### src/rtl/baud_clk_pkg.sv
package baud_clk_pkg;

  typedef enum logic [1:0] {
    MK_DPSK  = 2'b00,
    MK_QAM   = 2'b01,
    MK_FSK_A = 2'b10,
    MK_FSK_B = 2'b11
  } mod_kind_e;

  function automatic logic is_phase_mod(input logic [1:0] kind);
    return (kind == MK_DPSK) || (kind == MK_QAM);
  endfunction

endpackage

### src/rtl/baud_rate_decode.sv
module baud_rate_decode
  import baud_clk_pkg::*;
#(
  parameter int DIV_2400 = 288,
  parameter int DIV_1200 = 576,
  parameter int DIV_600  = 1152,
  parameter int HW       = 10
) (
  input  logic          clk_sel_i,
  input  logic [1:0]    mod_kind_i,
  input  logic          mod_opt_i,
  output logic          tgt_div_o,
  output logic [HW-1:0] tgt_half_o
);

  localparam logic [HW-1:0] HALF_FAST = HW'(DIV_2400 / 2);
  localparam logic [HW-1:0] HALF_MID  = HW'(DIV_1200 / 2);
  localparam logic [HW-1:0] HALF_SLOW = HW'(DIV_600 / 2);

  always_comb begin
    tgt_div_o = clk_sel_i && is_phase_mod(mod_kind_i);
    case (mod_kind_i)
      MK_DPSK: tgt_half_o = mod_opt_i ? HALF_SLOW : HALF_MID;
      default: tgt_half_o = HALF_FAST;
    endcase
  end

endmodule

### src/rtl/baud_clk_divider.sv
module baud_clk_divider #(
  parameter int HW = 10
) (
  input  logic          clk_i,
  input  logic          rst_i,
  input  logic          tgt_div_i,
  input  logic [HW-1:0] tgt_half_i,
  output logic          xtal_en_o,
  output logic          div_o
);

  logic          xtal_en_q;
  logic          div_q;
  logic [HW-1:0] cnt_q;
  logic [HW-1:0] half_q;
  logic          phase_end;

  assign phase_end = (cnt_q == half_q - HW'(1));

  always_ff @(posedge clk_i) begin
    if (rst_i) begin
      xtal_en_q <= 1'b1;
      div_q     <= 1'b0;
      cnt_q     <= '0;
      half_q    <= '0;
    end else if (xtal_en_q) begin
      cnt_q <= '0;
      if (tgt_div_i) begin
        xtal_en_q <= 1'b0;
        half_q    <= tgt_half_i;
      end
    end else if (phase_end) begin
      cnt_q <= '0;
      if (div_q) begin
        div_q <= 1'b0;
      end else if (tgt_div_i) begin
        div_q  <= 1'b1;
        half_q <= tgt_half_i;
      end else begin
        xtal_en_q <= 1'b1;
      end
    end else begin
      cnt_q <= cnt_q + HW'(1);
    end
  end

  assign xtal_en_o = xtal_en_q;
  assign div_o     = div_q;

endmodule

### src/rtl/baud_clk_gate.sv
module baud_clk_gate (
  input  logic clk_i,
  input  logic rst_i,
  input  logic xtal_en_i,
  input  logic div_i,
  output logic gate_o,
  output logic clk_o
);

  logic gate_q;

  // Updated while the crystal is low, so opening or closing never cuts a pulse.
  always_ff @(negedge clk_i) begin
    if (rst_i) gate_q <= 1'b1;
    else       gate_q <= xtal_en_i;
  end

  assign gate_o = gate_q;
  assign clk_o  = (clk_i & gate_q) | div_i;

endmodule

### src/rtl/baud_clk_sel.sv
module baud_clk_sel #(
  parameter int DIV_2400 = 288,
  parameter int DIV_1200 = 576,
  parameter int DIV_600  = 1152
) (
  input  logic       clk_i,
  input  logic       rst_i,
  input  logic       soft_rst_i,
  input  logic       clk_sel_i,
  input  logic [1:0] mod_kind_i,
  input  logic       mod_opt_i,
  output logic       clk_o
);

  localparam int HW = $clog2(DIV_600 / 2 + 1);

  logic          rst_any;
  logic          tgt_div;
  logic [HW-1:0] tgt_half;
  logic          xtal_en;
  logic          div_clk;
  logic          gate_en;

  assign rst_any = rst_i | soft_rst_i;

  baud_rate_decode #(
    .DIV_2400(DIV_2400), .DIV_1200(DIV_1200), .DIV_600(DIV_600), .HW(HW)
  ) dec_i (
    .clk_sel_i (clk_sel_i),
    .mod_kind_i(mod_kind_i),
    .mod_opt_i (mod_opt_i),
    .tgt_div_o (tgt_div),
    .tgt_half_o(tgt_half)
  );

  baud_clk_divider #(.HW(HW)) div_i (
    .clk_i     (clk_i),
    .rst_i     (rst_any),
    .tgt_div_i (tgt_div),
    .tgt_half_i(tgt_half),
    .xtal_en_o (xtal_en),
    .div_o     (div_clk)
  );

  baud_clk_gate gate_i (
    .clk_i    (clk_i),
    .rst_i    (rst_any),
    .xtal_en_i(xtal_en),
    .div_i    (div_clk),
    .gate_o   (gate_en),
    .clk_o    (clk_o)
  );

endmodule

### config.mk
export PLATFORM = sky130hd
export DESIGN_NAME = baud_clk_sel
export DESIGN_NICKNAME = d
export VERILOG_FILES = /design/src/rtl/baud_clk_pkg.sv /design/src/rtl/baud_rate_decode.sv /design/src/rtl/baud_clk_divider.sv /design/src/rtl/baud_clk_gate.sv /design/src/rtl/baud_clk_sel.sv
export SDC_FILE = /design/constraint.sdc
export NUM_CORES = 1
export LEC_CHECK = 0
export ABC_CLOCK_PERIOD_IN_PS = 6130
export BUFFER_PORTS_ARGS = -buffer_cell sky130_fd_sc_hd__clkbuf_2
export CORE_ASPECT_RATIO = 1.5
export CORE_MARGIN = 2
export CORE_UTILIZATION = 60
export DETAILED_ROUTE_END_ITERATION = 12
export PLACE_DENSITY = 0.84
export SKIP_CTS_REPAIR_TIMING = 1
export SLEW_MARGIN = 20
export SYNTH_ARGS = -nofsm -noshare
export SYNTH_HDL_FRONTEND = slang
export SYNTH_HIERARCHICAL = 1
export SYNTH_SLANG_ARGS = --single-unit
### constraint.sdc
create_clock -name clk_i -period 6.13 [get_ports clk_i]
set_input_delay 0.613 -clock clk_i [delete_from_list [all_inputs] [get_ports clk_i]]
set_output_delay 0.613 -clock clk_i [all_outputs]
set_load 0.01 [all_outputs]
# --- After elaboration in Yosys (flattened, before gate mapping) ---
# Index checks and enable logic that the tools add are counted.
op_classes:
  add_sub_neg: 2
  eq_ne: 3
  n_mux: 12
  bitwise: 4
  reduce_logical: 7
ops:
  columns: ["cell", "n"]
  rows:
  - ["2-to-1 mux 10 bit", 6]
  - ["adder 10 x 1 -> 10 bit, second input constant", 1]
  - ["== test 10 bit", 1]
  - ["subtractor 10 x 1 -> 10 bit, second input constant", 1]
  - ["2-to-1 mux 1 bit", 6]
  - ["AND reduction 2 bit", 2]
  - ["OR reduction 3 bit", 1]
  - ["== test 2 x 1 -> 1 bit, second input constant", 1]
  - ["logical NOT 2 bit", 1]
  - ["!= test 2 x 1 -> 1 bit, second input constant", 1]
  - ["OR 1 bit", 2]
  - ["nonzero test 2 bit", 1]
  - ["AND 1 bit", 1]
  - ["logical AND 1 bit", 1]
  - ["logical OR 1 bit", 1]
  - ["inverter 1 bit", 1]
word_totals:
  reg_bits: 23
  output_inout_bits: 1
  wordCells: 33

# --- Depth between registers and ports, before layout ---
depth:
  ltp_word: 7
  ltp_mapped: 9
  mapped_depth_nobuf: 8

# --- Hierarchy ---
# Netlist, hierarchy kept.
modules_own_cells:
  columns: ["mod", "instances", "cells_per_inst", "area_each_um2", "seq_area_each_um2"]
  rows:
  - ["baud_clk_divider", 1, 152, 1353.8, 440.4]
  - ["baud_rate_decode", 1, 12, 81.3, 0.0]
  - ["baud_clk_gate", 1, 4, 37.5, 20.0]
  - ["baud_clk_sel", 1, 1, 6.3, 0.0]

==> metrics <==
status=completed; max-cap viol count=0; die width=between 40 and 50 um; Synth cell types=42; Final HPWL DP=1.98 mm; ys async rst share=0%; area of the core=between 0.002 and 0.0025 mm2; Cell Area, Placed=roughly 0.0015 mm2; slowest CP cell=dfxtp_1; GP Congestion=around 0.79; GRT Overall Usage=20.4%; initial antenna violation count=0; flop and latch count out of synthesis=23; max-slew violations=0; PwrDens=194 mW/mm2; syn_area_per_cell=8.75 um2; crit end category=output pin; worst-margin pin slew=0.520 ns; Post-synth EDFFs=0; main flop type after synthesis=dfxtp_1; pre-CTS setup slack=1.55 ns; Setup crit start kind=flip-flop; Min-Delay Path Class=primary input to flip-flop; CTS tree=built; drt pass-1 iters=4; Worst EP required=5.52 ns; IO Port Bufs=7; fillcell total=209; DRC=0; row count=22; final hold violation count=0; WL final=2.61 mm; 1st-iter DRT viols=26; most frequent cell after synthesis=dfxtp_1; clk_lat worst skew=0.48 ns; Top delay family on crit path=flip-flops; gr ovfl total=0; # IOs=8; first-pass GRT wire length=4.41 mm; RSZ-0062 raised after global routing=false; IR drop worst, VDD=0.000146 V; Register Area=between 400 and 500 um2; Syn-to-layout area delta=3.64%; Final setup viols=0; Lkg Pwr=0.574 nW; Clock transition at path regs=0.12 ns; Antenna Violating Nets Remaining=0; crit-path max cell delay=~0.29 ns; Clock Skew=0.0716 ns; final core occ=64.0%; vias per inst=5.97; Syn Std Cell Area=0.00148 mm2; Vias=around 1200; # nets final=around 190; share of cells above drive strength 1=between 10% and 20%; TNS Setup=0 ns; WL/cell=13.1 um; buffer and inverter count on the worst path=1; post-synthesis sequential area ratio=31.1%; vias in the first global route=approximately 1100; largest net degree at the start of global routing=25; die area=0.00289 mm2; CP max FO=1; top cell type's share of synthesized area=31.1%; Area contributors post-synth=dfxtp_1 (31%), nand2b_1 (9.3%), mux2i_1 (6.8%); design area=0.00153 mm2; Die Height=64.8 um; critical path cell sequence=a21o_1 > clkbuf_2; largest area contributor in the netlist=dfxtp_1; Worst Path Arrival=4.09 ns; multi-input logic area=928 um2; Ys Warns=6; Initial Utilization=61.8%; Crit Path Class=flip-flop to output pin; n_diodes=0; commonest cells in the netlist=dfxtp_1 (23), nand2b_1 (22), mux2i_1 (10), nor2_2 (10), xnor2_1 (10); Setup WS post-layout=1.43 ns; Cells after Synth=169; Max transition margin=65.3%
-- area by class of cell --
class / count / share of cell area (%)
Timing Repair Buffer: 7 / 2.45
Multi-Input combinational cell: 131 / 60.6
Inverter: 5 / 1.22
Sequential cell: 23 / 30.0
Tap cell: 24 / 1.96
Clock inverter: 1 / 0.245
Clock buffer: 8 / 3.51
-- tightest hold or removal path: stages --
cell and delay (ns):
clkbuf_2 0.09, nor3_1 0.05, nand2b_1 0.06, mux2i_1 0.05
-- per-stage QoR --
step                      hold slack (ns)  power (mW)  cells
after global placement              0.480       0.203    192
after detailed placement            0.488       0.205    192
after global routing                0.496       0.312    199
after floorplan                     0.462       0.196    172
after CTS                           0.481       0.302    199
final                               0.483       0.297    199
-- logic make-up (layout without fill, tap and decap cells) --
family	count (synthesis)	in the layout	synth area share [%]
other	1	4	0.254
buffers and inverters	18	21	6.85
flip-flops	23	23	31.1
XOR/XNOR	19	19	11.3
AND/OR/NAND/NOR	74	74	29.2
adder cells (fa/ha/maj)	2	2	1.69
AO/OA/AOI/OAI	22	22	12.9
multiplexers	10	10	6.77
-- worst paths after layout --
check,slack [ns],endpoint,from,cells after the start
setup / recovery,1.43,clk_o,gate_i/gate_o$_SDFF_NP1_,2
hold / removal,0.48,div_i/half_q[5]$_SDFFE_PP0P_,mod_opt_i,4
setup reg to reg,2.42,gate_i/gate_o$_SDFF_NP1_,div_i/xtal_en_o$_SDFF_PP1_,1
hold reg to reg,0.51,div_i/half_q[9]$_SDFFE_PP0P_,div_i/half_q[9]$_SDFFE_PP0P_,2
-- routing by layer --
layer	part of all wire, %	vias to the layer above	track usage [%]
met4	3.1	0	16.7
met1	42	566	21.7
met2	52	28	33.5
met3	3.1	11	3.62
met5	0	-	0
li1	-	583	-
-- cell usage in the layout (no fill, tap or decap), drive strengths merged --
cell    Yosys  final
nor2       18     18
dfxtp      23     23
mux2i      10     10
or3         1      1
nand4b      1      1
nor3b       3      3
o311a       1      1
buf         8      1
ha          2      2
or4b        1      1
xor2        9      9
a32oi       1      1
nand3       7      7
o2111a      1      1
a311o       1      1
a211o       3      3
o311ai      1      1
nor2b       3      3
nand2b     22     22
clkbuf      4     14
o31ai       1      1
o21bai      1      1
or2         3      3
a21oi       2      2
o41ai       1      1
xnor2      10     10
nor3        6      6
inv         6      6
a311oi      2      2
a21o        1      1
o21ai       1      1
o221ai      1      1
nor4        1      1
and3        2      2
a211oi      1      1
or2b        1      1
nand2       5      5
conb        1      4
a31oi       3      3
-- state kept, by name (all words and copies together) (netlist names) --
| signal | count |
|---|---|
| div_i/cnt_q | 10 |
| div_i/half_q | 10 |
| div_i/div_o | 1 |
| div_i/xtal_en_o | 1 |
| gate_i/gate_o | 1 |
-- report_power, final --
part,total (mW),switching (mW),internal [mW]
Combinational,0.0309,0.0163,0.0147
Sequential,0.154,0.00247,0.151
Clock,0.112,0.0559,0.0564
Total,0.297,0.0746,0.222
Note: power is estimated with default switching activity, not from simulation.
